### src/rtl/tmr_pkg.sv
package tmr_pkg;
  localparam logic [2:0] WM_NORMAL  = 3'd0;
  localparam logic [2:0] WM_RELOAD  = 3'd1;
  localparam logic [2:0] WM_FAST_FF = 3'd2;
  localparam logic [2:0] WM_FAST_A  = 3'd3;
  localparam logic [2:0] WM_DUAL_FF = 3'd4;
  localparam logic [2:0] WM_DUAL_A  = 3'd5;

  typedef enum logic [1:0] {CS_OFF, CS_PRE, CS_FALL, CS_RISE} csel_e;

  function automatic logic is_dual(input logic [2:0] m);
    return (m == WM_DUAL_FF) || (m == WM_DUAL_A);
  endfunction

  function automatic logic is_fast(input logic [2:0] m);
    return (m == WM_FAST_FF) || (m == WM_FAST_A);
  endfunction

  function automatic logic is_pwm(input logic [2:0] m);
    return is_dual(m) || is_fast(m);
  endfunction

  function automatic logic top_from_a(input logic [2:0] m);
    return (m == WM_RELOAD) || (m == WM_FAST_A) || (m == WM_DUAL_A);
  endfunction
endpackage

### src/rtl/tmr_clksel.sv
module tmr_clksel #(
  parameter int SYNC = 2
) (
  input  logic       clk,
  input  logic       rst_n,
  input  logic       halt,
  input  logic [1:0] clk_sel,
  input  logic       pre_tick,
  input  logic       ext_pin,
  output logic       tick
);
  import tmr_pkg::*;

  logic [SYNC:0] sh;
  logic          rise, fall, src;

  always_ff @(posedge clk or negedge rst_n)
    if (!rst_n) sh <= '0;
    else        sh <= {sh[SYNC-1:0], ext_pin};

  assign rise = sh[SYNC-1] & ~sh[SYNC];
  assign fall = ~sh[SYNC-1] & sh[SYNC];

  always_comb begin
    unique case (csel_e'(clk_sel))
      CS_PRE:  src = pre_tick;
      CS_FALL: src = fall;
      CS_RISE: src = rise;
      default: src = 1'b0;
    endcase
  end

  assign tick = src & ~halt;
endmodule

### src/rtl/tmr_core.sv
module tmr_core #(
  parameter int W = 8
) (
  input  logic         clk,
  input  logic         rst_n,
  input  logic         tick,
  input  logic [2:0]   wave_mode,
  input  logic         cnt_wr,
  input  logic [W-1:0] wr_val,
  input  logic [W-1:0] top_a,
  output logic [W-1:0] cnt,
  output logic [W-1:0] top,
  output logic         cmp_en,
  output logic         ovf_evt,
  output logic         upd_evt
);
  import tmr_pkg::*;

  localparam logic [W-1:0] MAXV = '1;
  localparam logic [W-1:0] ONE  = W'(1);

  logic         dn, ndn, blk;
  logic [W-1:0] nxt;
  logic         ovf_raw, upd_raw, dual;

  assign dual = is_dual(wave_mode);
  assign top  = top_from_a(wave_mode) ? top_a : MAXV;

  always_comb begin
    nxt     = cnt + ONE;
    ndn     = 1'b0;
    ovf_raw = 1'b0;
    upd_raw = 1'b0;
    if (dual) begin
      if (!dn) begin
        if (cnt >= top) begin
          ndn     = 1'b1;
          nxt     = (cnt == '0) ? '0 : cnt - ONE;
          upd_raw = 1'b1;
        end
      end else if (cnt == '0) begin
        ndn = 1'b0;
      end else begin
        ndn     = 1'b1;
        nxt     = cnt - ONE;
        ovf_raw = (cnt == ONE);
      end
    end else if ((wave_mode == WM_RELOAD || is_fast(wave_mode)) && cnt == top) begin
      nxt     = '0;
      ovf_raw = is_fast(wave_mode) || (cnt == MAXV);
      upd_raw = is_fast(wave_mode);
    end else begin
      ovf_raw = (cnt == MAXV);
    end
  end

  assign cmp_en  = tick & ~blk & ~cnt_wr;
  assign ovf_evt = tick & ~cnt_wr & ovf_raw;
  assign upd_evt = tick & ~cnt_wr & upd_raw;

  always_ff @(posedge clk or negedge rst_n) begin
    if (!rst_n) begin
      cnt <= '0;
      dn  <= 1'b0;
      blk <= 1'b0;
    end else begin
      if (cnt_wr) begin
        cnt <= wr_val;
        blk <= 1'b1;
      end else if (tick) begin
        cnt <= nxt;
        blk <= 1'b0;
      end
      if (!dual)                 dn <= 1'b0;
      else if (tick && !cnt_wr)  dn <= ndn;
    end
  end
endmodule

### src/rtl/tmr_ocu.sv
module tmr_ocu #(
  parameter int W = 8
) (
  input  logic         clk,
  input  logic         rst_n,
  input  logic [2:0]   wave_mode,
  input  logic [1:0]   omode,
  input  logic         wr_cmp,
  input  logic [W-1:0] wr_val,
  input  logic [W-1:0] cnt,
  input  logic [W-1:0] top,
  input  logic         cmp_en,
  input  logic         upd_evt,
  output logic [W-1:0] act,
  output logic         match,
  output logic         wave
);
  import tmr_pkg::*;

  logic [W-1:0] shadow;
  logic         tq, lvl, pwm;

  assign pwm   = is_pwm(wave_mode);
  assign match = cmp_en & (cnt == act);
  assign lvl   = (act == top) | (cnt < act);

  always_ff @(posedge clk or negedge rst_n) begin
    if (!rst_n) begin
      shadow <= '0;
      act    <= '0;
      tq     <= 1'b0;
    end else begin
      if (wr_cmp) shadow <= wr_val;
      if (wr_cmp && !pwm)        act <= wr_val;
      else if (pwm && upd_evt)   act <= shadow;
      if (!pwm && match) begin
        unique case (omode)
          2'd1:    tq <= ~tq;
          2'd2:    tq <= 1'b0;
          2'd3:    tq <= 1'b1;
          default: tq <= tq;
        endcase
      end
    end
  end

  always_comb begin
    if (omode == 2'd0)    wave = 1'b0;
    else if (!pwm)        wave = tq;
    else if (omode == 2'd2) wave = lvl;
    else if (omode == 2'd3) wave = ~lvl;
    else                  wave = 1'b0;
  end
endmodule

### src/rtl/pwm_timer8.sv
module pwm_timer8 #(
  parameter int W    = 8,
  parameter int SYNC = 2
) (
  input  logic         clk,
  input  logic         rst_n,
  input  logic         halt,
  input  logic [1:0]   clk_sel,
  input  logic         pre_tick,
  input  logic         ext_pin,
  input  logic [2:0]   wave_mode,
  input  logic [1:0]   cmpa_mode,
  input  logic [1:0]   cmpb_mode,
  input  logic         wr_en,
  input  logic [1:0]   wr_addr,
  input  logic [W-1:0] wr_data,
  output logic [W-1:0] cnt_q,
  output logic         wave_a,
  output logic         wave_b,
  output logic         flag_ovf,
  output logic         flag_cma,
  output logic         flag_cmb
);
  localparam int NCH = 2;

  logic         tick, cmp_en, ovf_evt, upd_evt, cnt_wr;
  logic [W-1:0] top;
  logic [W-1:0] act   [NCH];
  logic [1:0]   om    [NCH];
  logic         match [NCH];
  logic         wv    [NCH];
  logic [2:0]   flags;

  assign cnt_wr = wr_en && (wr_addr == 2'd0);
  assign om[0]  = cmpa_mode;
  assign om[1]  = cmpb_mode;

  tmr_clksel #(.SYNC(SYNC)) u_cs (
    .clk(clk), .rst_n(rst_n), .halt(halt), .clk_sel(clk_sel),
    .pre_tick(pre_tick), .ext_pin(ext_pin), .tick(tick)
  );

  tmr_core #(.W(W)) u_core (
    .clk(clk), .rst_n(rst_n), .tick(tick), .wave_mode(wave_mode),
    .cnt_wr(cnt_wr), .wr_val(wr_data), .top_a(act[0]), .cnt(cnt_q),
    .top(top), .cmp_en(cmp_en), .ovf_evt(ovf_evt), .upd_evt(upd_evt)
  );

  for (genvar ch = 0; ch < NCH; ch++) begin : g_ch
    tmr_ocu #(.W(W)) u_ocu (
      .clk(clk), .rst_n(rst_n), .wave_mode(wave_mode), .omode(om[ch]),
      .wr_cmp(wr_en && (wr_addr == 2'(ch + 1))), .wr_val(wr_data),
      .cnt(cnt_q), .top(top), .cmp_en(cmp_en), .upd_evt(upd_evt),
      .act(act[ch]), .match(match[ch]), .wave(wv[ch])
    );
  end

  always_ff @(posedge clk or negedge rst_n) begin
    if (!rst_n) flags <= '0;
    else begin
      for (int i = 0; i < 3; i++) begin
        logic evt;
        evt = (i == 0) ? ovf_evt : match[i-1];
        if (evt)                                           flags[i] <= 1'b1;
        else if (wr_en && wr_addr == 2'd3 && wr_data[i])   flags[i] <= 1'b0;
      end
    end
  end

  assign wave_a   = wv[0];
  assign wave_b   = wv[1];
  assign flag_ovf = flags[0];
  assign flag_cma = flags[1];
  assign flag_cmb = flags[2];
endmodule

### config.mk
export PLATFORM = sky130hd
export DESIGN_NAME = pwm_timer8
export DESIGN_NICKNAME = d
export VERILOG_FILES = /design/src/rtl/tmr_pkg.sv /design/src/rtl/tmr_clksel.sv /design/src/rtl/tmr_core.sv /design/src/rtl/tmr_ocu.sv /design/src/rtl/pwm_timer8.sv
export SDC_FILE = /design/constraint.sdc
export NUM_CORES = 1
export LEC_CHECK = 0
export CORE_ASPECT_RATIO = 0.7
export CORE_MARGIN = 2
export CORE_UTILIZATION = 31
export CTS_CLUSTER_DIAMETER = 60
export DETAILED_ROUTE_END_ITERATION = 12
export PLACE_DENSITY = 0.6
export SYNTH_ARGS = -nofsm -noshare
export SYNTH_HDL_FRONTEND = slang
export SYNTH_SLANG_ARGS = --single-unit
### constraint.sdc
create_clock -name clk -period 3.3 [get_ports clk]
set_input_delay 0.66 -clock clk [delete_from_list [all_inputs] [get_ports clk]]
set_output_delay 0.66 -clock clk [all_outputs]
set_load 0.1 [all_outputs]
# Word level (Yosys, flattened, before mapping)
# Cells that the tools add are included.
# W data, S select, Z words.
# totals
reg_bits	50
latchBits	0
ram_bits	0
mem_bits_ro	0
input_bits	25
output_inout_bits	13
elab_cells	145
memories	0
# classes
addsub	2
multipliers	0
n_div	0
n_lt_le_gt_ge	3
n_eq_ne	25
shifts	0
mux	44
bitwise_logic	21
reduce_logical	37
# op_table
cell	count
$mux W8	13
$eq A8 B8 Y1	5
$mux W1	28
$eq A2 B2 Y1 const B	8
$lt A8 B8 Y1	2
$logic_and A1 B1 Y1	14
$reduce_bool A2 Y1	6
$and A1 B1 Y1	10
$not A1 Y1	9
$pmux W1 S3	3
$add A8 B1 Y8 const B	1
$eq A2 B1 Y1 const B	4
$eq A8 B1 Y1 const B	1
$eq A8 B8 Y1 const B	1
$ge A8 B8 Y1	1
$logic_not A8 Y1	1
$sub A8 B1 Y8 const B	1
$logic_or A1 B1 Y1	7
$eq A3 B2 Y1 const B	2
$eq A3 B3 Y1 const B	2
$logic_not A2 Y1	3
$reduce_bool A3 Y1	2
$reduce_and A2 Y1	2
$eq A3 B1 Y1 const B	1
other kinds (3)	5

# Depth between registers and ports, before layout
# logic_depth
ltp_word	12
mapped_depth	14
ltp_nobuf	10

# Cells and area by module
# A second synthesis with hierarchy kept.
# unflattened
cells_unflattened	396
area_unflattened_um2	3693.5
# by_module_without_submodules
mod	instances	cells_per_inst	area_each_um2	seq_area_each_um2
tmr_ocu	2	98	1044.8	425.4
tmr_core	1	180	1353.8	250.2
pwm_timer8	1	13	141.4	75.1
tmr_clksel	1	7	108.9	75.1

# Worst setup path before layout
# Ideal clock, no wire load.
# synth_timing
kind	register to output
start	register u_core.cnt[0]
end	output wave_a
arrival_time_ns	3.709
required_time_ns	2.640
setup_slack_ns	-1.069
path_stages_with_launch	10
n_path_buf	0
cell_sequence	dfrtp_1 inv_1 ha_1 nor2b_1 o21a_1 o21ai_0 a21oi_1 o221ai_1 xnor2_1 o22ai_1
# synth_via
elab_chain_len	7
# synth_lines
element	line	text
start, declared	tmr_core.sv:11	output logic [W-1:0] cnt,
start signal, assigned	tmr_core.sv:68	cnt <= wr_val;
start signal, assigned	tmr_core.sv:71	cnt <= nxt;
$lt A8 B8 Y1 (*)	tmr_ocu.sv:25	assign lvl = (act == top) | (cnt < act);
$or A1 B1 Y1 (*)	tmr_ocu.sv:25	
$not A1 Y1	tmr_ocu.sv:51	else if (omode == 2'd3) wave = ~lvl;
$mux W1	tmr_ocu.sv:51	
$mux W1 (*)	tmr_ocu.sv:50	else if (omode == 2'd2) wave = lvl;
$mux W1 (*)	tmr_ocu.sv:49	else if (!pwm) wave = tq;
$mux W1 (*)	tmr_ocu.sv:48	if (omode == 2'd0) wave = 1'b0;
end, declared	pwm_timer8.sv:18	output logic wave_a,
# Mark *: on every way between the ends. The rest lies on a longest branch, timed or not.

# Worst setup path after layout
# layout_timing
start	input wave_mode[1]
end	output wave_b
# layout_via
elab_chain_len	11
word_cells_on_any_way	18
classes_between	6 x eq/ne; 5 x mux; 2 x bitwise; 5 x reduce/logical
# layout_lines
element	line	text
start, declared	pwm_timer8.sv:11	input logic [2:0] wave_mode,
$eq A3 B1 Y1 or $eq A3 B2 Y1 (tied branches)	tmr_pkg.sv:24, tmr_pkg.sv:16	
$logic_or A1 B1 Y1 (2 in a row)	tmr_pkg.sv:24	return (m == WM_RELOAD) || (m == WM_FAST_A) || (m == WM_DUAL_A);
$mux W8	tmr_core.sv:27	assign top = top_from_a(wave_mode) ? top_a : MAXV;
$eq A8 B8 Y1	tmr_ocu.sv:25	
$or A1 B1 Y1	tmr_ocu.sv:25	
$not A1 Y1	tmr_ocu.sv:51	
$mux W1	tmr_ocu.sv:51	
$mux W1	tmr_ocu.sv:50	
$mux W1 (*)	tmr_ocu.sv:49	
$mux W1 (*)	tmr_ocu.sv:48	
end, declared	pwm_timer8.sv:19	output logic wave_b,
# Marked as above.

==> summary.txt <==
Run status
  – Outcome: finished clean

Global routing
  – Global Route met1 Usage: 0.2996
  – Initial antenna violation count: 0
  – First-pass GRT wire length: 19,820 um
  – Global Route Usage Sum: 0.1918
  – Vias in the first global route: 3,617
  – Grt met2 use: 0.2662
  – Gr ovfl total: 0
  – Largest net degree at the start of global routing: 34
  – Met3 GRT Util: 0.04298
  – Grt peak-use layer: met1

Layout
  – Leading cell types in the layout, fill and taps excluded: nor2_1, dfrtp_1, nand2_1, buf_4, ha_1
  – Most common cell after layout, fill and taps aside: nor2_1
  – Layout cell share with drive strength beyond 1: 0.1932
  – Number of diodes: 0
  – Layout area overhead: 23.93%
  – Post-route cell area: 0.004731 mm^2
  – Nets: 549

Die
  – Die area: 0.01323 mm^2
  – Core area: 0.01185 mm^2
  – Die X: 136.6 um
  – Rows: 33
  – IO Pins: 38
  – Initial Util: 0.3221
  – Overall die height: 96.85 um

Logic synthesis
  – Post-synthesis register bit count: 50
  – Count of cell types in the netlist: 54
  – Synth warn: 0
  – Cells after Synth: 445
  – Post-synth EDFFs: 0
  – Mapped cell area: 0.003817 mm^2
  – Sequential area share after synthesis: 0.3278
  – Ys flop type: dfrtp_1
  – Syn_nets: 498
  – Async set-reset flop share out of synthesis: 1.000
  – Syn Area/Cell: 8.578 um^2

Critical path
  – Worst EP required: 2.64 ns
  – Reg-to-reg startpoint: g_ch[0].u_ocu.act[0]
  – Setup crit start: wave_mode[1]
  – Kind of critical path: input port to output port
  – Worst reg2reg path depth: 9
  – Critical path launch point type: input port
  – CP arrival: 2.52 ns
  – FF-to-FF End: u_core.cnt[6]
  – Max FO, Critical Path: 16
  – Reg2reg setup slack: 0.53 ns
  – Crit end category: output port

Place
  – GP Congestion: 0.9449
  – Number of I/O port buffers: 37
  – DP Area: 0.004524 mm^2
  – Post-detail-place hpwl: 9364 um
  – Setup WS pre-CTS: -0.2578 ns

Hold path
  – Type of the worst min-delay path: flop to flop
  – Hold Path Origin: u_cs.sh[0]
  – Hold Path End: u_cs.sh[1]
  – Hold path cells: 0

Routing
  – WL/cell: 19.07 um
  – Vias per cell: 5.765
  – Initial drt markers: 358
  – DRT Pass-1 Iters: 5
  – Final ANT Viol Nets: 0
  – Final WL: 12,470 um
  – DRC Markers: 0
  – Vias: 3,770

Power
  – Worst vdd ir: 0.2662 mV
  – Tot Pwr: 2682 uW
  – Switch share: 0.4528
  – P_leak: 0.001913 uW
  – Clock power frac: 0.209
  – Switching power: 1215 uW
  – Sequential share of power: 0.310
  – Internal power: 1468 uW
  – Combinational fraction of design power: 0.481
  – P per Cell Area: 567.0 mW/mm^2

Timing
  – Final setup vio count: 0
  – Relative slew slack: 0.4673
  – Fmax: 314.2 MHz
  – RSZ-0062 raised after global routing: false
  – Worst setup margin: 0.1174 ns
  – Worst hold margin: 0.3527 ns
  – Fin. max-slew vios: 0
  – Clock Skew: 0.007507 ns
  – Total Neg Setup Slack: 0 ns
  – Worst-margin pin slew: 0.7990 ns
  – Hold Fails Final Rpt: 0
  – Fin crit period: 3.183 ns
  – Final worst path period share: 0.9644

CTS
  – CTS clk-pin slew, worst paths: 0.07 ns
  – CTS tree: done
  – Post-CTS setup buffer count: 0
  – Clk buf depth: 2
  – Clk sinks: 50
  – TritonCTS buffer count: 5
  – Clock root cell: clkbuf_16
  – # hold bufs at CTS: 0
  – Clk Latency, worst-skew pair: 0.30 ns
  – H-tree depth: 2

Run
  – Max-cap violations: 0
-- state kept, by name, summed over array words and instances (netlist names) --
register,count
u_core.dn,1
flags,3
u_cs.sh,3
u_core.cnt,8
g_ch.u_ocu.tq,2
u_core.blk,1
g_ch.u_ocu.shadow,16
g_ch.u_ocu.act,16
-- routing by layer --
layer / wire length, um / vias up
met5: 0 / -
met4: 113 / 0
met3: 947 / 10
met2: 5144 / 153
met1: 6268 / 1849
li1: - / 1758
-- worst max-delay path, stage by stage --
cell	delay, ns
dlygate4sd2_1	0.27
a21bo_4	0.23
buf_12	0.15
nor3_2	0.14
o211ai_1	0.13
a22oi_2	0.25
a22oi_2	0.13
xor2_2	0.20
o22ai_4	0.16
buf_12	0.19
-- per-stage QoR --
stage,instances,util
6_report,654,0.3992
3_5_place_dp,646,0.3818
5_1_grt,654,0.3992
3_3_place_gp,646,0.3818
4_1_cts,654,0.3982
2_1_floorplan,445,-
-- power groups by stage --
stage          clock [uW]  sequential [uW]  combinational, uW
4_1_cts               565              826               1270
3_5_place_dp            0              837               1250
2_1_floorplan           0             1040                642
5_1_grt               590              842               1410
3_3_place_gp            0              835               1230
6_report              560              833               1290
-- how the worst max path moves through the flow --
stage | to | slack [ns] | cells past startpoint
after floorplan | g_ch[1].u_ocu.act[1] | -0.0001 | 14
after global placement | g_ch[1].u_ocu.act[1] | -0.26 | 11
after detailed placement | g_ch[1].u_ocu.act[1] | -0.26 | 11
after CTS | wave_b | 0.16 | 10
after global routing | wave_a | 0.02 | 10
final | wave_b | 0.12 | 10
-- cells in the mapped netlist, drive strengths merged (11+ instances only) --
cell     n  area share
ha      28       0.092
a21oi   17       0.023
inv     22       0.022
o21ai   18       0.025
xor2    11       0.025
mux2    16       0.047
nor3    28       0.039
a221oi  19       0.044
dfrtp   50        0.33
buf     12       0.019
nand2   45       0.044
o221ai  18       0.041
nor2    53       0.052
-- timing repair --
| action | CTS | global route |
|---|---|---|
| endpoints found under the setup margin | 1 | 1 |
| gates resized for setup | 14 | 2 |
| pin swaps | 6 | 0 |
-- cell type report --
type / instances / area (um^2)
Clock buffer: 5 / 125.1
Clock inverter: 3 / 26.28
Fill cell: 1165 / 7119
Inverter: 22 / 82.58
Multi-Input combinational cell: 352 / 2457
Sequential cell: 50 / 1254
Tap cell: 157 / 196.4
Timing Repair Buffer: 65 / 589.3
-- kinds of logic after synthesis --
family	after synthesis	share of synthesized area
simple gates	183	0.2337
compound gates	108	0.2104
flops	50	0.3278
buf+inv	43	0.04949
fa+ha+maj	28	0.09177
mux	18	0.05244
xor+xnor	15	0.03441
Note: power is estimated with default switching activity, not from simulation.
